[config.mk]
export PLATFORM = sky130hd
export DESIGN_NAME = ptw_start_arb
export DESIGN_NICKNAME = d
export VERILOG_FILES = /design/src/rtl/ptw_arb_pkg.sv /design/src/rtl/ptw_arb_elig.sv /design/src/rtl/ptw_arb_track.sv /design/src/rtl/ptw_arb_flush.sv /design/src/rtl/ptw_start_arb.sv
export SDC_FILE = /design/constraint.sdc
export NUM_CORES = 1
export LEC_CHECK = 0
export ABC_AREA = 1
export BUFFER_PORTS_ARGS = -buffer_cell sky130_fd_sc_hd__buf_2
export CAP_MARGIN = 15
export CORE_AREA = 2 2 39 41
export CTS_CLUSTER_SIZE = 40
export DETAILED_ROUTE_END_ITERATION = 10
export DIE_AREA = 0 0 41 43
export PLACE_DENSITY = 0.4
export SLEW_MARGIN = 20
export SYNTH_ARGS = -nofsm -noshare
export SYNTH_HDL_FRONTEND = slang
export SYNTH_HIERARCHICAL = 1
export SYNTH_SLANG_ARGS = --single-unit
[constraint.sdc]
create_clock -name clk -period 1.2 [get_ports clk]
set_clock_uncertainty 0.15 [all_clocks]
set_input_delay 0 -clock clk [delete_from_list [all_inputs] [get_ports clk]]
set_output_delay 0 -clock clk [all_outputs]
set_load 0.01 [all_outputs]
[src/rtl/ptw_arb_pkg.sv]
package ptw_arb_pkg;

  typedef enum logic [1:0] {
    SIDE_NONE  = 2'b00,
    SIDE_INSTR = 2'b01,
    SIDE_DATA  = 2'b10
  } walk_side_e;

  typedef enum logic [1:0] {
    WS_IDLE  = 2'b00,
    WS_BUSY  = 2'b01,
    WS_FAULT = 2'b10,
    WS_DONE  = 2'b11
  } walker_st_e;

  // A walk ends on the cycle the walker reports fault or done.
  function automatic logic f_walk_ends(input walker_st_e st);
    return (st == WS_FAULT) || (st == WS_DONE);
  endfunction

endpackage

[src/rtl/ptw_arb_elig.sv]
module ptw_arb_elig
  import ptw_arb_pkg::*;
#(
  parameter int RW_W  = 2,
  parameter int CMO_W = 4
) (
  input  logic             imiss_req,
  input  logic             dmiss_req,
  input  logic             cache_busy,
  input  logic [RW_W-1:0]  mem_rw,
  input  logic [CMO_W-1:0] mem_cmo,
  input  logic             can_start,
  output logic             mem_pending,
  output logic             grant_instr,
  output logic             grant_data
);

  function automatic logic f_pending(input logic [RW_W-1:0] rw,
                                     input logic [CMO_W-1:0] cmo);
    return (|rw) | (|cmo);
  endfunction

  logic instr_ok;
  logic data_ok;

  always_comb begin
    mem_pending = f_pending(mem_rw, mem_cmo);
    instr_ok    = imiss_req & ~cache_busy & ~mem_pending;
    data_ok     = dmiss_req;
    grant_data  = can_start & data_ok;
    grant_instr = can_start & instr_ok & ~data_ok;
  end

endmodule

[src/rtl/ptw_arb_track.sv]
module ptw_arb_track
  import ptw_arb_pkg::*;
(
  input  logic       clk,
  input  logic       rst_n,
  input  logic       grant_instr,
  input  logic       grant_data,
  input  walker_st_e wstate,
  output walk_side_e side
);

  always_ff @(posedge clk) begin
    if (!rst_n) begin
      side <= SIDE_NONE;
    end else if (side != SIDE_NONE && f_walk_ends(wstate)) begin
      side <= SIDE_NONE;
    end else if (grant_data) begin
      side <= SIDE_DATA;
    end else if (grant_instr) begin
      side <= SIDE_INSTR;
    end
  end

endmodule

[src/rtl/ptw_arb_flush.sv]
module ptw_arb_flush
  import ptw_arb_pkg::*;
(
  input  walk_side_e side,
  input  walker_st_e wstate,
  input  logic       trap,
  output logic       lsu_flush
);

  logic data_active;

  always_comb begin
    data_active = (side == SIDE_DATA);
    lsu_flush   = data_active & ((wstate == WS_FAULT) | trap);
  end

endmodule

[src/rtl/ptw_start_arb.sv]
module ptw_start_arb
  import ptw_arb_pkg::*;
#(
  parameter int RW_W  = 2,
  parameter int CMO_W = 4
) (
  input  logic             clk,
  input  logic             rst_n,
  input  logic             imiss_req,
  input  logic             dmiss_req,
  input  logic             cache_busy,
  input  logic [RW_W-1:0]  mem_rw,
  input  logic [CMO_W-1:0] mem_cmo,
  input  logic [1:0]       walker_state,
  input  logic             trap,
  output logic             grant_instr,
  output logic             grant_data,
  output logic [1:0]       walk_side,
  output logic             lsu_flush
);

  walker_st_e wstate;
  walk_side_e side;
  logic       can_start;
  logic       mem_pending;

  assign wstate    = walker_st_e'(walker_state);
  assign can_start = (wstate == WS_IDLE) && (side == SIDE_NONE);

  ptw_arb_elig #(.RW_W(RW_W), .CMO_W(CMO_W)) elig_i (
    .imiss_req   (imiss_req),
    .dmiss_req   (dmiss_req),
    .cache_busy  (cache_busy),
    .mem_rw      (mem_rw),
    .mem_cmo     (mem_cmo),
    .can_start   (can_start),
    .mem_pending (mem_pending),
    .grant_instr (grant_instr),
    .grant_data  (grant_data)
  );

  ptw_arb_track track_i (
    .clk         (clk),
    .rst_n       (rst_n),
    .grant_instr (grant_instr),
    .grant_data  (grant_data),
    .wstate      (wstate),
    .side        (side)
  );

  ptw_arb_flush flush_i (
    .side      (side),
    .wstate    (wstate),
    .trap      (trap),
    .lsu_flush (lsu_flush)
  );

  assign walk_side = side;

endmodule

Yosys cells after proc, flatten, opt, wreduce, memory -nomap -nowiden
Cells that the tools add are included.
- logic and storage cells: 30
- output and inout port bits: 5
- register bits: 2
- input bits: 14
- equal/unequal tests: 3
- multiplexer cells: 2
- reductions and logical operators: 11
- bitwise operators: 12
- operator list (kind ; count):
    1-bit bitwise AND ; 6
    2-bit equality test, second input constant ; 3
    2-bit logical NOT ; 2
    2-bit two-way mux ; 2
    1-bit NOT ; 4
    2-bit nonzero test ; 2
    2-bit OR reduction ; 2
    4-bit OR reduction ; 1
    3-bit OR reduction ; 1
    1-bit logical AND ; 2
    1-bit bitwise OR ; 2
    1-bit logical OR ; 1

Logic depth before layout (Yosys ltp)
- depth in word-level cells: 8
- depth in mapped cells: 8
- depth with buffers taken out: 8

By module
Netlist, hierarchy kept.
- by module, submodules not included (module ; seq. area each (um^2) ; area an instance (um^2) ; cells an instance ; times used):
    ptw_arb_track ; 40.0 ; 72.6 ; 9 ; 1
    ptw_arb_elig ; 0.0 ; 46.3 ; 9 ; 1
    ptw_arb_flush ; 0.0 ; 27.5 ; 6 ; 1
    ptw_start_arb ; 0.0 ; 26.3 ; 7 ; 1

Least setup slack after synthesis
No wires, ideal clock.
- kind: reg2reg
- start: reg track_i.side[0]
- end: reg track_i.side[1]
- stages on the path, launching flop included: 9
- required time: 0.935 ns
- arrival time: 1.051 ns
- setup slack: -0.116 ns
- path buffers: 0
- clock period less this slack: 1.316 ns
- setup time: 0.115 ns
- path through: dfxtp_1 -> inv_1 -> nand2_1 -> nor2_1 -> nand3_1 -> nor2_2 -> inv_1 -> a21oi_1 -> nor2_1
- word-level cells in the longest chain between the ends: 5
- elaborated cells on any way between the ends: 10
- those cells by class: mux: 1; bitwise: 3; reduce/logical: 6
- RTL lines (what ; RTL line ; RTL):
    from (decl) ; ptw_arb_track.sv:9 ; output walk_side_e side
    from (signal assigned) ; ptw_arb_track.sv:14 ; side <= SIDE_NONE;
    from (signal assigned) ; ptw_arb_track.sv:16 ; side <= SIDE_NONE;
    from (signal assigned) ; ptw_arb_track.sv:18 ; side <= SIDE_DATA;
    2-bit logical NOT ; ptw_start_arb.sv:28 ; assign can_start = (wstate == WS_IDLE) && (side == SIDE_NONE);
    1-bit logical AND ; ptw_start_arb.sv:28 ;
    net can_start ; ptw_start_arb.sv:24 ; logic can_start;
    1-bit bitwise AND (2 in a row) ; ptw_arb_elig.sv:31 ; grant_instr = can_start & instr_ok & ~data_ok;
    net grant_instr ; ptw_start_arb.sv:16 ; output logic grant_instr,
    2-bit nonzero test (no source line) ; n/a ;
The timed path passes the listed nets, and every way through them passes these cells.
A chain may end at the register's enable or synchronous reset.

Worst setup path in the final report
- start: reg track_i.side[0]
- end: out grant_instr
- word-level cells in the longest chain between the ends: 4
- RTL lines (what ; RTL line):
    2-bit logical NOT ; ptw_start_arb.sv:28
    1-bit logical AND ; ptw_start_arb.sv:28
    net can_start ; ptw_start_arb.sv:24
    1-bit bitwise AND (2 in a row) ; ptw_arb_elig.sv:31
    to (decl) ; ptw_start_arb.sv:16
The timed path passes the listed nets, and every way through them passes these cells.

==> reports/qor.tcl <==
set qor(worstSetupEndpointType) {primary output}
set qor(critPathMaxFanout) 3
set qor(violations) {setup timing}
set qor(power.ir.vdd_worst_v) 0.000371
set qor(grt-ovfl-total) 0
set qor(floorplan.io_pins) 19
set qor(start_util) 0.125
set qor(clock_sink_count) 2
set qor(via_count) 271
set qor(p_comb_frac) 0.241
set qor(status) {complete, but fails checks}
set qor(pwr_density_nw_per_um2) 730
set qor(antenna_found_initial) 0
set qor(avgViaCountPerCell) 3.66
set qor(p_sw_frac) 0.239
set qor(critPathKind) {reg -> out}
set qor(drc) 0
set qor(largest_register_ffs) 2
set qor(multiInputGateArea_um2) 123
set qor(largestRegisters) {track_i/side x2}
set qor(final-seq-area_um2) 42.5
set qor(placement.cell_area_um2) 300
set qor(setup_viol_count_final) 3
set qor(die_area_um2) 1760
set qor(fin_crit_ns) 1.25
set qor(post-place-cells) 67
set qor(global_route_wire_length_before_repair_um) 814
set qor(final-max-slew-violation-count) 0
set qor(min_delay_path_depth) 7
set qor(core.rowCount) 14
set qor(post_route_cells_drive_above_1_share) 0.638
set qor(cts-buffers-inserted) 3
set qor(drt_first_pass_iters) 2
set qor(setup.worst_path.start_class) {flip-flop}
set qor(internal_power_uw) 217
set qor(synth_fp_nets) 45
set qor(timing_worst_slew_pin_value_ns) 0.127
set qor(min_period_over_period) 1.04
set qor(critical_path_arrival_ns) 1.10
set qor(syn2layout_area_growth_pct) 126
set qor(ys_warn_count) 6
set qor(die_height_um) 43
set qor(clkTransAtPathRegs_ns) 0.03
set qor(synth_area_um2) 173
set qor(grt_setup_unrepaired) {yes}
set qor(route.antenna.remaining_nets) 0
set qor(post_layout_nonfiller_instances) 74
set qor(gpl.final_weighted_congestion) 0.654
set qor(final_critical_path_setup_slack_ns) -0.0463
set qor(cp_data_required_time_ns) 1.05
set qor(drv_cap) 0
set qor(synth.avg_cell_area_um2) 5.57
set qor(grtUsageTotal) 0.0681
set qor(drtIter0Drc) 2
set qor(antenna-diode-count) 0
set qor(layout.nets) 74
set qor(core_area_um2) 1380
set qor(cellLeakagePower_nw) 0.209
set qor(fillerInstances) 161
set qor(vias_in_the_first_global_route) 250
set qor(maximum_operating_frequency_mhz) 802
set qor(share_clk_of_total_power) 0.513
set qor(detail_route.wl_per_cell_um) 6.95
set qor(registers.top_by_ff_count) {track_i/side}
set qor(cts_max_path_buffers) 2
set qor(io_buffers) 18
set qor(maxSlewHeadroom) 0.915
set qor(grt_max_degree) 5
set qor(die_width_um) 41
set qor(final-hold-violation-count) 0
set qor(postSynthRegisterBits) 2
set qor(clock_latency_reported_for_the_late_side_of_the_worst_skew_pair_ns) 0.22
set qor(cts_root_buf) {sky130_fd_sc_hd__clkbuf_4}
set qor(r2r.worst_path.cells) 8
set qor(cts_tree) {done}
set qor(final_area_um2) 390
set qor(hold_class) {in -> reg}
set qor(cts.htree.levels) 1
set qor(mapped_cells) 31
set qor(finalWirelength_um) 514
set qor(switching_power_uw) 68.1
set qor(synthDistinctLibCells) 11
set qor(yosysSeqAreaShare) 0.232
set qor(seqPwrFrac) 0.247
stage by stage:
stage | setup TNS, ns | util | worst slack, ns | hold WS [ns] | power, mW
final | -0.118 | 0.282 | -0.0463 | 0.0558 | 0.285
after global routing | -0.370 | 0.282 | -0.120 | 0.0856 | 0.303
after CTS | -0.0852 | 0.259 | -0.0573 | 0.00269 | 0.292
after detailed placement | -0.0604 | 0.217 | -0.0604 | 0.0985 | 0.126
after global placement | -0.0226 | 0.217 | -0.0226 | 0.0928 | 0.126
after floorplan | -0.0672 | - | -0.0672 | -0.0417 | 0.0942
cell families after synthesis:
family | count (synthesis) | share of synthesized area
compound gates | 4 | 0.152
buf+inv | 9 | 0.196
flops | 2 | 0.232
simple gates | 16 | 0.420
critical path, stage by stage (launching register included):
cell,delay [ns]
sky130_fd_sc_hd__dfxtp_2,0.31
sky130_fd_sc_hd__inv_2,0.04
sky130_fd_sc_hd__nand2_2,0.06
sky130_fd_sc_hd__nor2_4,0.11
sky130_fd_sc_hd__nand3_2,0.10
sky130_fd_sc_hd__nor2_4,0.14
sky130_fd_sc_hd__buf_6,0.11
per-layer routing:
layer  track usage  share of wire  up-vias
met1        0.0669           0.38      116
met2         0.109           0.54       10
li1              -              -      145
met4        0.0600              0        0
met3        0.0157          0.080        0
met5             0              0        -
synthesized netlist by cell type:
cell / count / area (um2)
sky130_fd_sc_hd__o21ai_1: 1 / 5.00
sky130_fd_sc_hd__nand3_1: 1 / 5.00
sky130_fd_sc_hd__a21oi_2: 1 / 8.76
sky130_fd_sc_hd__nand3_2: 1 / 10.0
sky130_fd_sc_hd__nor2_2: 2 / 12.5
sky130_fd_sc_hd__o21bai_1: 1 / 7.51
sky130_fd_sc_hd__nand2_1: 6 / 22.5
sky130_fd_sc_hd__a21oi_1: 1 / 5.00
sky130_fd_sc_hd__inv_1: 9 / 33.8
sky130_fd_sc_hd__nor2_1: 6 / 22.5
sky130_fd_sc_hd__dfxtp_1: 2 / 40.0
cells in the final DEF, fill, tap and decap left out, drive strengths merged:
| cell type | Yosys | final |
|---|---|---|
| dlygate4sd3 | 0 | 3 |
| o21bai | 1 | 1 |
| a21oi | 2 | 2 |
| o21ai | 1 | 1 |
| inv | 9 | 9 |
| nand3 | 2 | 2 |
| clkbuf | 0 | 3 |
| dfxtp | 2 | 2 |
| nor2 | 8 | 8 |
| nand2 | 6 | 6 |
| buf | 0 | 21 |
area by class of cell:
| class | count | area share |
|---|---|---|
| Timing Repair Buffer | 24 | 0.381 |
| Tap cell | 16 | 0.0513 |
| Inverter | 9 | 0.0865 |
| Sequential cell | 2 | 0.109 |
| Multi-Input combinational cell | 20 | 0.314 |
| Clock buffer | 3 | 0.0577 |
power by group through the flow:
stage	logic [mW]	clock network, mW	registers, mW
floorplan	0.0213	0	0.0728
detailed placement	0.0549	0	0.0709
finish	0.0685	0.146	0.0703
global placement	0.0549	0	0.0708
CTS	0.0630	0.159	0.0703
global route	0.0772	0.156	0.0703
final timing paths:
check | startpoint | to | slack [ns]
setup / recovery | track_i/side[0] | grant_instr | -0.05
hold / removal | mem_cmo[0] | track_i/side[1] | 0.06
setup reg to reg | track_i/side[0] | track_i/side[1] | -0.04
hold reg to reg | track_i/side[1] | track_i/side[1] | 0.45
timing repair:
item | CTS | global route
hold buffers | 2 | 1
gates resized for setup | 5 | 5
buffers inserted | 1 | 0
endpoints found under the hold margin | 2 | 1
pin swaps | 3 | 4
endpoints found under the setup margin | 2 | 5
No activity file was read; power rests on OpenSTA's default activity.
